<file path="config.mk">
export PLATFORM = sky130hd
export DESIGN_NAME = irrx_receiver
export DESIGN_NICKNAME = d
export VERILOG_FILES = /design/src/rtl/irrx_pkg.sv /design/src/rtl/irrx_datapath.sv /design/src/rtl/irrx_control.sv /design/src/rtl/irrx_receiver.sv
export SDC_FILE = /design/constraint.sdc
export NUM_CORES = 1
export LEC_CHECK = 0
export BUFFER_PORTS_ARGS = -buffer_cell sky130_fd_sc_hd__buf_4
export CORE_ASPECT_RATIO = 1.1
export CORE_MARGIN = 4
export CORE_UTILIZATION = 24
export CTS_CLUSTER_SIZE = 25
export DETAILED_ROUTE_END_ITERATION = 10
export MAX_ROUTING_LAYER = met4
export SETUP_SLACK_MARGIN = 0.4
export SYNTH_ARGS = -nofsm -noshare
export SYNTH_HDL_FRONTEND = slang
export SYNTH_SLANG_ARGS = --single-unit
</file>
<file path="constraint.sdc">
create_clock -name clk -period 2.5 [get_ports clk]
set_clock_uncertainty 0.05 [all_clocks]
set_input_delay 0.5 -clock clk [delete_from_list [all_inputs] [get_ports clk]]
set_output_delay 0.5 -clock clk [all_outputs]
set_load 0.01 [all_outputs]
</file>
<file path="src/rtl/irrx_pkg.sv">
package irrx_pkg;
  localparam int CNT_W = 8;
  localparam int ADDR_LEAD_MIN = 0;
  localparam int ADDR_LEAD_MAX = 1;
  localparam int ADDR_CYC_MAX  = 2;
  localparam int ADDR_BIT_THR  = 3;
  localparam int ADDR_MODE     = 4;

  typedef logic [CNT_W-1:0] cnt_t;
  localparam cnt_t CNT_TOP = '1;

  typedef struct packed {
    cnt_t leadMin;
    cnt_t leadMax;
    cnt_t cycMax;
    cnt_t bitThr;
    logic leadOpt;
  } rxCfg_t;

  typedef enum logic [1:0] {
    ST_OFF  = 2'd0,
    ST_WAIT = 2'd1,
    ST_GAP  = 2'd2,
    ST_DATA = 2'd3
  } rxState_t;

  // control -> datapath
  typedef struct packed {
    logic loadCfg;
    logic clearWork;
    logic armCycle;
    logic pushBit;
    logic endFrame;
  } ctrlStrobe_t;

  // datapath -> control
  typedef struct packed {
    logic tickEv;
    logic fall;
    logic rise;
    logic leadInRange;
    logic leadTooWide;
    logic leadOptMode;
    logic cycleExpired;
  } dpStatus_t;

  function automatic cnt_t satInc(cnt_t v);
    return (v == CNT_TOP) ? v : cnt_t'(v + 1'b1);
  endfunction
endpackage

</file>
<file path="src/rtl/irrx_datapath.sv">
module irrx_datapath import irrx_pkg::*; #(
  parameter int   DATA_W       = 32,
  parameter int   ADDR_W       = 3,
  parameter int   SYNC_STAGES  = 2,
  parameter int   BITS_W       = $clog2(DATA_W + 1),
  parameter cnt_t RST_LEAD_MIN = 8'd16,
  parameter cnt_t RST_LEAD_MAX = 8'd48,
  parameter cnt_t RST_CYC_MAX  = 8'd64,
  parameter cnt_t RST_BIT_THR  = 8'd10
) (
  input  logic              clk,
  input  logic              rstN,
  input  logic              cfgWe,
  input  logic [ADDR_W-1:0] cfgAddr,
  input  logic [CNT_W-1:0]  cfgWdata,
  input  logic              irIn,
  input  logic              tick,
  input  logic              busy,
  input  ctrlStrobe_t       strobe,
  output dpStatus_t         status,
  output logic [DATA_W-1:0] rxData,
  output logic [BITS_W-1:0] rxBits
);
  localparam rxCfg_t RST_CFG = '{
    leadMin: RST_LEAD_MIN, leadMax: RST_LEAD_MAX,
    cycMax: RST_CYC_MAX, bitThr: RST_BIT_THR, leadOpt: 1'b0};
  localparam logic [BITS_W-1:0] BITS_CAP = BITS_W'(DATA_W);

  // input synchronizer
  logic [SYNC_STAGES-1:0] syncChain;
  logic sLvl;
  generate
    if (SYNC_STAGES == 1) begin : g_sync1
      always_ff @(posedge clk or negedge rstN)
        if (!rstN) syncChain <= '1;
        else       syncChain <= irIn;
    end else begin : g_syncN
      always_ff @(posedge clk or negedge rstN)
        if (!rstN) syncChain <= '1;
        else       syncChain <= {syncChain[SYNC_STAGES-2:0], irIn};
    end
  endgenerate
  assign sLvl = syncChain[SYNC_STAGES-1];

  // tick-domain edge detection and width counters
  logic prevLvl;
  cnt_t lowCnt, cycCnt;
  logic fallEv, riseEv;
  assign fallEv = tick && prevLvl && !sLvl;
  assign riseEv = tick && !prevLvl && sLvl;

  always_ff @(posedge clk or negedge rstN) begin
    if (!rstN) begin
      prevLvl <= 1'b1;
      lowCnt  <= '0;
      cycCnt  <= CNT_TOP;
    end else if (tick) begin
      prevLvl <= sLvl;
      lowCnt  <= sLvl ? '0 : satInc(lowCnt);
      cycCnt  <= (fallEv || strobe.armCycle) ? cnt_t'(1) : satInc(cycCnt);
    end
  end

  // configuration: shadow written any time, active copied while idle
  rxCfg_t shadowCfg, activeCfg;
  always_ff @(posedge clk or negedge rstN) begin
    if (!rstN) begin
      shadowCfg <= RST_CFG;
      activeCfg <= RST_CFG;
    end else begin
      if (strobe.loadCfg) activeCfg <= shadowCfg;
      if (cfgWe) begin
        if (cfgAddr == ADDR_W'(ADDR_LEAD_MIN)) shadowCfg.leadMin <= cfgWdata;
        if (cfgAddr == ADDR_W'(ADDR_LEAD_MAX)) shadowCfg.leadMax <= cfgWdata;
        if (cfgAddr == ADDR_W'(ADDR_CYC_MAX))  shadowCfg.cycMax  <= cfgWdata;
        if (cfgAddr == ADDR_W'(ADDR_BIT_THR))  shadowCfg.bitThr  <= cfgWdata;
        if (cfgAddr == ADDR_W'(ADDR_MODE))     shadowCfg.leadOpt <= cfgWdata[0];
      end
    end
  end

  // comparisons handed to control
  logic bitVal;
  assign bitVal = (cycCnt >= activeCfg.bitThr);
  assign status.tickEv       = tick;
  assign status.fall         = fallEv;
  assign status.rise         = riseEv;
  assign status.leadInRange  = (lowCnt >= activeCfg.leadMin) && (lowCnt <= activeCfg.leadMax);
  assign status.leadTooWide  = (lowCnt > activeCfg.leadMax);
  assign status.leadOptMode  = activeCfg.leadOpt;
  assign status.cycleExpired = (cycCnt >= activeCfg.cycMax);

  // working frame register
  logic [DATA_W-1:0] workData;
  logic [BITS_W-1:0] workCnt;
  always_ff @(posedge clk or negedge rstN) begin
    if (!rstN) begin
      workData <= '0;
      workCnt  <= '0;
    end else if (strobe.clearWork) begin
      workData <= '0;
      workCnt  <= '0;
    end else if (strobe.pushBit && (workCnt < BITS_CAP)) begin
      for (int i = 0; i < DATA_W; i++)
        if (workCnt == BITS_W'(i)) workData[i] <= bitVal;
      workCnt <= workCnt + 1'b1;
    end
  end

  // posted frame
  always_ff @(posedge clk or negedge rstN) begin
    if (!rstN) begin
      rxData <= '0;
      rxBits <= '0;
    end else if (strobe.endFrame) begin
      rxData <= workData;
      rxBits <= workCnt;
    end
  end

  p_bits_cap_r7: assert property (@(posedge clk) disable iff (!rstN)
    rxBits <= BITS_CAP);
  p_cfg_frozen_r9: assert property (@(posedge clk) disable iff (!rstN)
    (busy && $past(busy)) |-> $stable(activeCfg));
  p_lowcnt_sat_r11: assert property (@(posedge clk) disable iff (!rstN)
    ($past(lowCnt) == CNT_TOP && !sLvl && $past(!sLvl)) |-> lowCnt == CNT_TOP);
endmodule

</file>
<file path="src/rtl/irrx_control.sv">
module irrx_control import irrx_pkg::*; (
  input  logic        clk,
  input  logic        rstN,
  input  logic        rxEnable,
  input  dpStatus_t   status,
  output ctrlStrobe_t strobe,
  output logic        busy,
  output logic        frameDone,
  output logic        leaderErr
);
  rxState_t state, nextState;
  logic setDone, setErr;

  always_comb begin
    nextState      = state;
    strobe         = '0;
    setDone        = 1'b0;
    setErr         = 1'b0;
    strobe.loadCfg = (state == ST_OFF) || (state == ST_WAIT);
    if (!rxEnable) begin
      nextState        = ST_OFF;
      strobe.clearWork = 1'b1;
    end else begin
      case (state)
        ST_OFF: nextState = ST_WAIT;
        ST_WAIT: begin
          if (status.rise) begin
            if (status.leadTooWide) begin
              setErr = 1'b1;
            end else if (status.leadInRange) begin
              nextState        = ST_GAP;
              strobe.clearWork = 1'b1;
              strobe.armCycle  = 1'b1;
            end else if (status.leadOptMode) begin
              nextState        = ST_DATA;
              strobe.clearWork = 1'b1;
            end
          end
        end
        ST_GAP: begin
          if (status.fall) begin
            nextState = ST_DATA;
          end else if (status.tickEv && status.cycleExpired) begin
            nextState       = ST_WAIT;
            strobe.endFrame = 1'b1;
            setDone         = 1'b1;
          end
        end
        ST_DATA: begin
          if (status.fall) begin
            strobe.pushBit = 1'b1;
          end else if (status.tickEv && status.cycleExpired) begin
            nextState       = ST_WAIT;
            strobe.endFrame = 1'b1;
            setDone         = 1'b1;
          end
        end
        default: nextState = ST_OFF;
      endcase
    end
  end

  always_ff @(posedge clk or negedge rstN) begin
    if (!rstN) begin
      state     <= ST_OFF;
      frameDone <= 1'b0;
      leaderErr <= 1'b0;
    end else begin
      state     <= nextState;
      frameDone <= setDone;
      leaderErr <= setErr;
    end
  end

  assign busy = (state == ST_GAP) || (state == ST_DATA);

  p_abort_r8: assert property (@(posedge clk) disable iff (!rstN)
    !rxEnable |=> !busy);
  p_err_while_waiting_r4: assert property (@(posedge clk) disable iff (!rstN)
    leaderErr |-> !busy);
  p_done_after_frame_r6: assert property (@(posedge clk) disable iff (!rstN)
    frameDone |-> $past(busy));
  p_single_event_r6: assert property (@(posedge clk) disable iff (!rstN)
    !(frameDone && leaderErr));
endmodule

</file>
<file path="src/rtl/irrx_receiver.sv">
module irrx_receiver import irrx_pkg::*; #(
  parameter int   DATA_W       = 32,
  parameter int   ADDR_W       = 3,
  parameter int   SYNC_STAGES  = 2,
  parameter int   BITS_W       = $clog2(DATA_W + 1),
  parameter cnt_t RST_LEAD_MIN = 8'd16,
  parameter cnt_t RST_LEAD_MAX = 8'd48,
  parameter cnt_t RST_CYC_MAX  = 8'd64,
  parameter cnt_t RST_BIT_THR  = 8'd10
) (
  input  logic              clk,
  input  logic              rstN,
  input  logic              cfgWe,
  input  logic [ADDR_W-1:0] cfgAddr,
  input  logic [CNT_W-1:0]  cfgWdata,
  input  logic              rxEnable,
  input  logic              irIn,
  input  logic              tick,
  output logic              busy,
  output logic              frameDone,
  output logic              leaderErr,
  output logic [DATA_W-1:0] rxData,
  output logic [BITS_W-1:0] rxBits
);
  ctrlStrobe_t strobe;
  dpStatus_t   status;

  irrx_datapath #(
    .DATA_W(DATA_W), .ADDR_W(ADDR_W), .SYNC_STAGES(SYNC_STAGES), .BITS_W(BITS_W),
    .RST_LEAD_MIN(RST_LEAD_MIN), .RST_LEAD_MAX(RST_LEAD_MAX),
    .RST_CYC_MAX(RST_CYC_MAX), .RST_BIT_THR(RST_BIT_THR)
  ) u_dp (
    .clk(clk), .rstN(rstN), .cfgWe(cfgWe), .cfgAddr(cfgAddr), .cfgWdata(cfgWdata),
    .irIn(irIn), .tick(tick), .busy(busy), .strobe(strobe), .status(status),
    .rxData(rxData), .rxBits(rxBits)
  );

  irrx_control u_ctl (
    .clk(clk), .rstN(rstN), .rxEnable(rxEnable), .status(status), .strobe(strobe),
    .busy(busy), .frameDone(frameDone), .leaderErr(leaderErr)
  );

  p_data_hold_r8: assert property (@(posedge clk) disable iff (!rstN)
    !frameDone |-> ($stable(rxData) && $stable(rxBits)));
endmodule

</file>
======== After elaboration in Yosys (flattened, before gate mapping) ========
Cells that the tools add are included.
operators by class
  add/subtract/negate cells ............... 3
  multipliers ............................. 0
  div/mod/pow operators ................... 0
  $lt $le $gt $ge ......................... 6
  equality and inequality tests ........... 46
  shift-type cells ........................ 0
  mux-type cells .......................... 67
  bitwise logic cells ..................... 0
  reductions and logical operators ........ 89
operators with widths
  cell                                                             count
  6-bit by 5-bit == test with 1-bit output, second input constant  16
  2-bit AND reduction                                              39
  2-bit nonzero test                                               33
  32-bit two-way mux                                               2
  6-bit by 4-bit == test with 1-bit output, second input constant  8
  1-bit two-way mux                                                46
  8-bit two-way mux                                                4
  6-bit by 3-bit == test with 1-bit output, second input constant  4
  8-bit >= comparator                                              3
  2-bit two-way mux                                                11
  8-bit by 1-bit adder with 8-bit output, second input constant    2
  8-bit == test, second input constant                             2
  6-bit by 2-bit == test with 1-bit output, second input constant  2
  6-bit two-way mux                                                2
  3-bit inequality test, second input constant                     3
  8-bit > comparator                                               1
  8-bit <= comparator                                              1
  2-bit one-hot mux with 4 select lines                            1
  1-bit logical AND                                                7
  6-bit by 1-bit adder with 6-bit output, second input constant    1
  3-bit by 2-bit == test with 1-bit output, second input constant  2
  6-bit by 1-bit == test with 1-bit output, second input constant  1
  6-bit zero test                                                  1
  6-bit less-than comparator, second input constant                1
  other kinds (13)                                                 18
storage, ports and cells
  flip-flop bits (word level) ............. 165
  bits in latches ......................... 0
  bits in writable memories ............... 0
  ROM bits ................................ 0
  word-level logic and storage cells ...... 263
  memories kept ........................... 0

======== Longest topological paths before layout ========
  depth after elaboration ................. 10
  gate-level depth with buffers ........... 10
  depth with buffers taken out ............ 8

======== Hierarchy ========
Synthesis repeated with hierarchy kept, for this count alone.
second synthesis, totals
  cell total of the unflattened synthesis .. 658
  area total of the unflattened synthesis .. 7,604.8 µm²
modules (own cells, without submodules)
  module         instances  cells each  area an instance (µm²)
  irrx_datapath  1          634         7,393.3
  irrx_control   1          24          211.5

======== Worst setup path after synthesis ========
OpenSTA, ideal clock, no wires.
  kind .................................... reg-to-reg
  start ................................... register u_dp.cycCnt[0]
  end ..................................... register u_dp.rxBits[0]
  setup time .............................. 125 ps
  arrival ................................. 2,191 ps
  setup slack ............................. 133 ps
  stages on the path, launching flop included .. 11
  path buffers ............................ 2
  clock period less this slack ............ 2,367 ps
  cells stage by stage .................... dfstp_2 > inv_1 > ha_1 > nand2b_4 > a211o_1 > a21oi_1 > nor3_1 > and3_4 > buf_6 > buf_12 > mux2_4
RTL lines
  item                    line                  source
  from (decl)             irrx_datapath.sv:47   cnt_t lowCnt, cycCnt;
  from (signal assigned)  irrx_datapath.sv:60   cycCnt <= (fallEv || strobe.armCycle) ? cnt_t'(1) : satInc(cycCnt);
  to (signal assigned)    irrx_datapath.sv:117  rxBits <= workCnt;
  to (decl)               irrx_datapath.sv:22   output logic [BITS_W-1:0] rxBits

======== Worst setup path after layout ========
  start ................................... register u_dp.lowCnt[2]
  end ..................................... register u_dp.workData[6]
on the way
  word-level cells in the longest chain between the ends .. 9
  elaborated cells between the ends (all ways) .. 13
  classes of those cells .................. order compare: 3; mux: 6; reduce/logical: 4
ends and longest elaborated chain
  item                                                        line                  source
  from (decl)                                                 irrx_datapath.sv:47
  from (signal assigned)                                      irrx_datapath.sv:59   lowCnt <= sLvl ? '0 : satInc(lowCnt);
  8-bit >= comparator or 8-bit <= comparator (tied branches)  irrx_datapath.sv:88   assign status.leadInRange = (lowCnt >= activeCfg.leadMin) && (lowCnt <= activeCfg.leadMax);
  1-bit logical AND                                           irrx_datapath.sv:88
  1-bit two-way mux                                           irrx_control.sv:30    end else if (status.leadInRange) begin
  2-bit two-way mux *                                         irrx_control.sv:28    if (status.leadTooWide) begin
  2-bit two-way mux *                                         irrx_control.sv:27    if (status.rise) begin
  2-bit two-way mux *                                         irrx_control.sv:24    case (state)
  1-bit two-way mux *                                         irrx_control.sv:20    if (!rxEnable) begin
  2-bit nonzero test (no line)                                --
  2-bit AND reduction (no line)                               --
  to (signal, indexed assignment)                             irrx_datapath.sv:105  if (workCnt == BITS_W'(i)) workData[i] <= bitVal;
  to (decl)                                                   irrx_datapath.sv:94   logic [DATA_W-1:0] workData;
Every way passes the cells marked *; elsewhere a longest branch is shown, timed or not.
A chain may end at the register's enable or synchronous reset.

==> run metrics <==
remaining global-route overflow 0; final setup vio count 0; CP Data Required Time 2.75 ns; max-cap viol count 0; die area 35,000 um2; Die Ht 196 um; Int Power 0.00508 W; Synth area leaders dfrtp_1 (46%), mux2_2 (14%), dfstp_2 (7.9%); Max Buffers Root-to-Sink 2; Rel. slew slack 0.597; NetSw 0.00196 W; filler cell count 3,202; # clock sinks 165; fin crit share 0.952; cell area power density 709 nW/um2; P_leak 4.42 nW; sequential share of the synthesized area 0.541; register share of total power 0.457; clock share of power 0.363; number of global-route vias before repair 5,087; Starting Density 0.244; cells after synthesis 621; I/O Buffers 57; WS Path Type reg -> reg; share of cells above drive strength 1 0.436; DR DRC count 0; area grow syn2layout 29.1%; Tmin final 2.38 ns; Slew @ Worst Pin 0.605 ns; number of hold buffers added after cts 0; distinct cell type count after synthesis 57; yosys warns 0; # diodes 0; Die Wd 179 um; top-area cell type share of the netlist area 0.462; most frequent cell after synthesis dfrtp_1; total wire length 17,600 um; GRT Resource Usage Total 0.106; CP Launch Type flop; final hold violations 6; FFs w/ async S/R, synth 1.00; via-per-instance ratio 4.40; First-pass DRT Iterations 4; syn_area_per_cell 12.4 um2; r2r setup slk 0.12 ns; starting DRC count in detailed routing 240; top_reg_cell synth dfrtp_1; Layout Nets 769; crit path DAT 2.63 ns; status finished with violations; Post-Synthesis Cell Area 7690 um2; Fmax 0.420 GHz; setup ws final 0.119 ns; Place WS 0.0219 ns; Critical Path Fanout Max 7; EDFF count, synth 0; Post-synth top cells dfrtp_1 (142), mux2_2 (95), a21oi_1 (49), ha_1 (38), inv_1 (38); Yosys top cell by area dfrtp_1; Max VDD drop 0.000425 V; TritonCTS clock tree yes; crit end category flop; Final Wtd Congestion 0.806; Hold WC Path Type in -> async; first-pass GRT wire length 28,600 um; core footprint 31,500 um2; Net Sw Frac 0.279; H-tree Lvls 4; CTS Root Cell clkbuf_16; final hold slack -0.0184 ns; RSZ-0062 raised after global routing yes; setup tns final 0 ns; Worst-Skew Late Latency 0.43 ns; WL per Instance 15.4 um; initial antenna violation count 0; Via Count 5,049; #FFs+latches synth 165; Gate power share 0.180; ANT nets after route 0; failing checks hold timing; DP HPWL 11,800 um; io pins 58; FP Rows 68; Num CTS Buffers 17; clock slew at reported path FFs 0.07 ns; final max-slew violation count 0; largest net degree at the start of global routing 60; syn_nets 676
power by group through the flow:
stage / registers, W / clock network [W] / logic [W]
2_1_floorplan: 0.00321 / 0 / 0.000794
3_3_place_gp: 0.00325 / 0 / 0.00109
3_5_place_dp: 0.00326 / 0 / 0.00113
4_1_cts: 0.00321 / 0.00262 / 0.00122
5_1_grt: 0.00326 / 0.00274 / 0.00143
6_report: 0.00322 / 0.00255 / 0.00127
worst max-delay path, cell delays in order, from the launching register on:
cell	delay, ns
dfrtp_1	0.39
buf_4	0.16
ha_1	0.25
and2_1	0.17
o21ai_1	0.15
nand4bb_4	0.15
and2_4	0.19
o31ai_4	0.24
buf_6	0.21
buf_6	0.13
buf_16	0.11
a211oi_2	0.03
metrics by stage:
step	cells	hold WS (ns)	utilization	instance area, um2	power [W]
5_1_grt	1147	0.00407	0.316	9930	0.00742
4_1_cts	1140	0.00169	0.309	9740	0.00705
6_report	1147	-0.0184	0.316	9930	0.00704
3_3_place_gp	1097	0.298	0.283	8910	0.00434
2_1_floorplan	621	0.154	-	7880	0.00400
3_5_place_dp	1097	0.299	0.283	8910	0.00438
layout by cell type (no fill, tap or decap), types with 4 or more instances in the layout:
cell	instances
clkbuf_16	18
and2_1	17
a211oi_1	12
buf_4	78
ha_4	4
nand2_1	21
nand3_1	6
o21ai_0	7
nor2b_1	7
inv_2	4
nor2_1	21
a21oi_1	45
xor2_1	4
a21oi_2	4
ha_1	34
dfstp_2	23
buf_16	5
a21o_1	4
buf_6	7
o21ai_1	4
inv_1	34
buf_12	7
o211ai_1	4
mux2_2	91
nor3_2	5
nand4_1	6
and3_1	6
mux2_4	13
a211oi_2	25
dfrtp_1	142
flip-flops by register name, summed over array words and instances (netlist names), 2 cells and up:
name	cells
u_dp.shadowCfg	33
u_dp.activeCfg	32
u_dp.rxData	32
u_dp.workData	32
u_dp.cycCnt	8
u_dp.lowCnt	8
u_dp.rxBits	6
u_dp.workCnt	6
u_ctl.state	2
u_dp.syncChain	2
cell type report:
cell class              instances  area (um2)  area share
flip-flops and latches        165        4160       0.419
multi-input cells             394        3570       0.360
repair buffers                 98         967      0.0974
well taps                     420         526      0.0529
clock buffers                  20         447      0.0450
inverters                      38         143      0.0144
clock inverters                12         121      0.0122
logic make-up after synthesis:
family | share of synthesized area
AOI/OAI and AO/OA | 0.103
xor gates and xnor gates | 0.00797
adders and majority gates | 0.0618
buffers and inverters | 0.0376
DFF | 0.541
muxes | 0.161
and+or+nand+nor | 0.0890
path summary, 6_finish.rpt:
kind,from,end,cells after the start
worst max-delay path,u_dp.lowCnt[2],u_dp.workData[6],11
worst min-delay path,rstN,u_dp.rxData[30],1
worst max register to register,u_dp.lowCnt[2],u_dp.workData[6],11
worst min register to register,u_dp.syncChain[0],u_dp.syncChain[1],0
max in group asynchronous,rstN,u_dp.workData[24],2
min in group clk,irIn,u_dp.syncChain[0],1
what timing repair did:
action                     4_1_cts  5_1_grt
gates resized for setup         26       23
buffers inserted                 6        5
setup endpoints to repair       87       87
pin swaps                        3       17
gates cloned                     5        2
per-layer routing:
| layer | wire length (um) | global-route usage | vias to the layer above |
|---|---|---|---|
| met2 | 8240 | 0.161 | 69 |
| met4 | 208 | 0.0267 | 0 |
| met3 | 522 | 0.0249 | 13 |
| li1 | - | - | 2423 |
| met1 | 8640 | 0.143 | 2544 |
| met5 | 0 | - | - |
(Power assumes the default switching activity.)
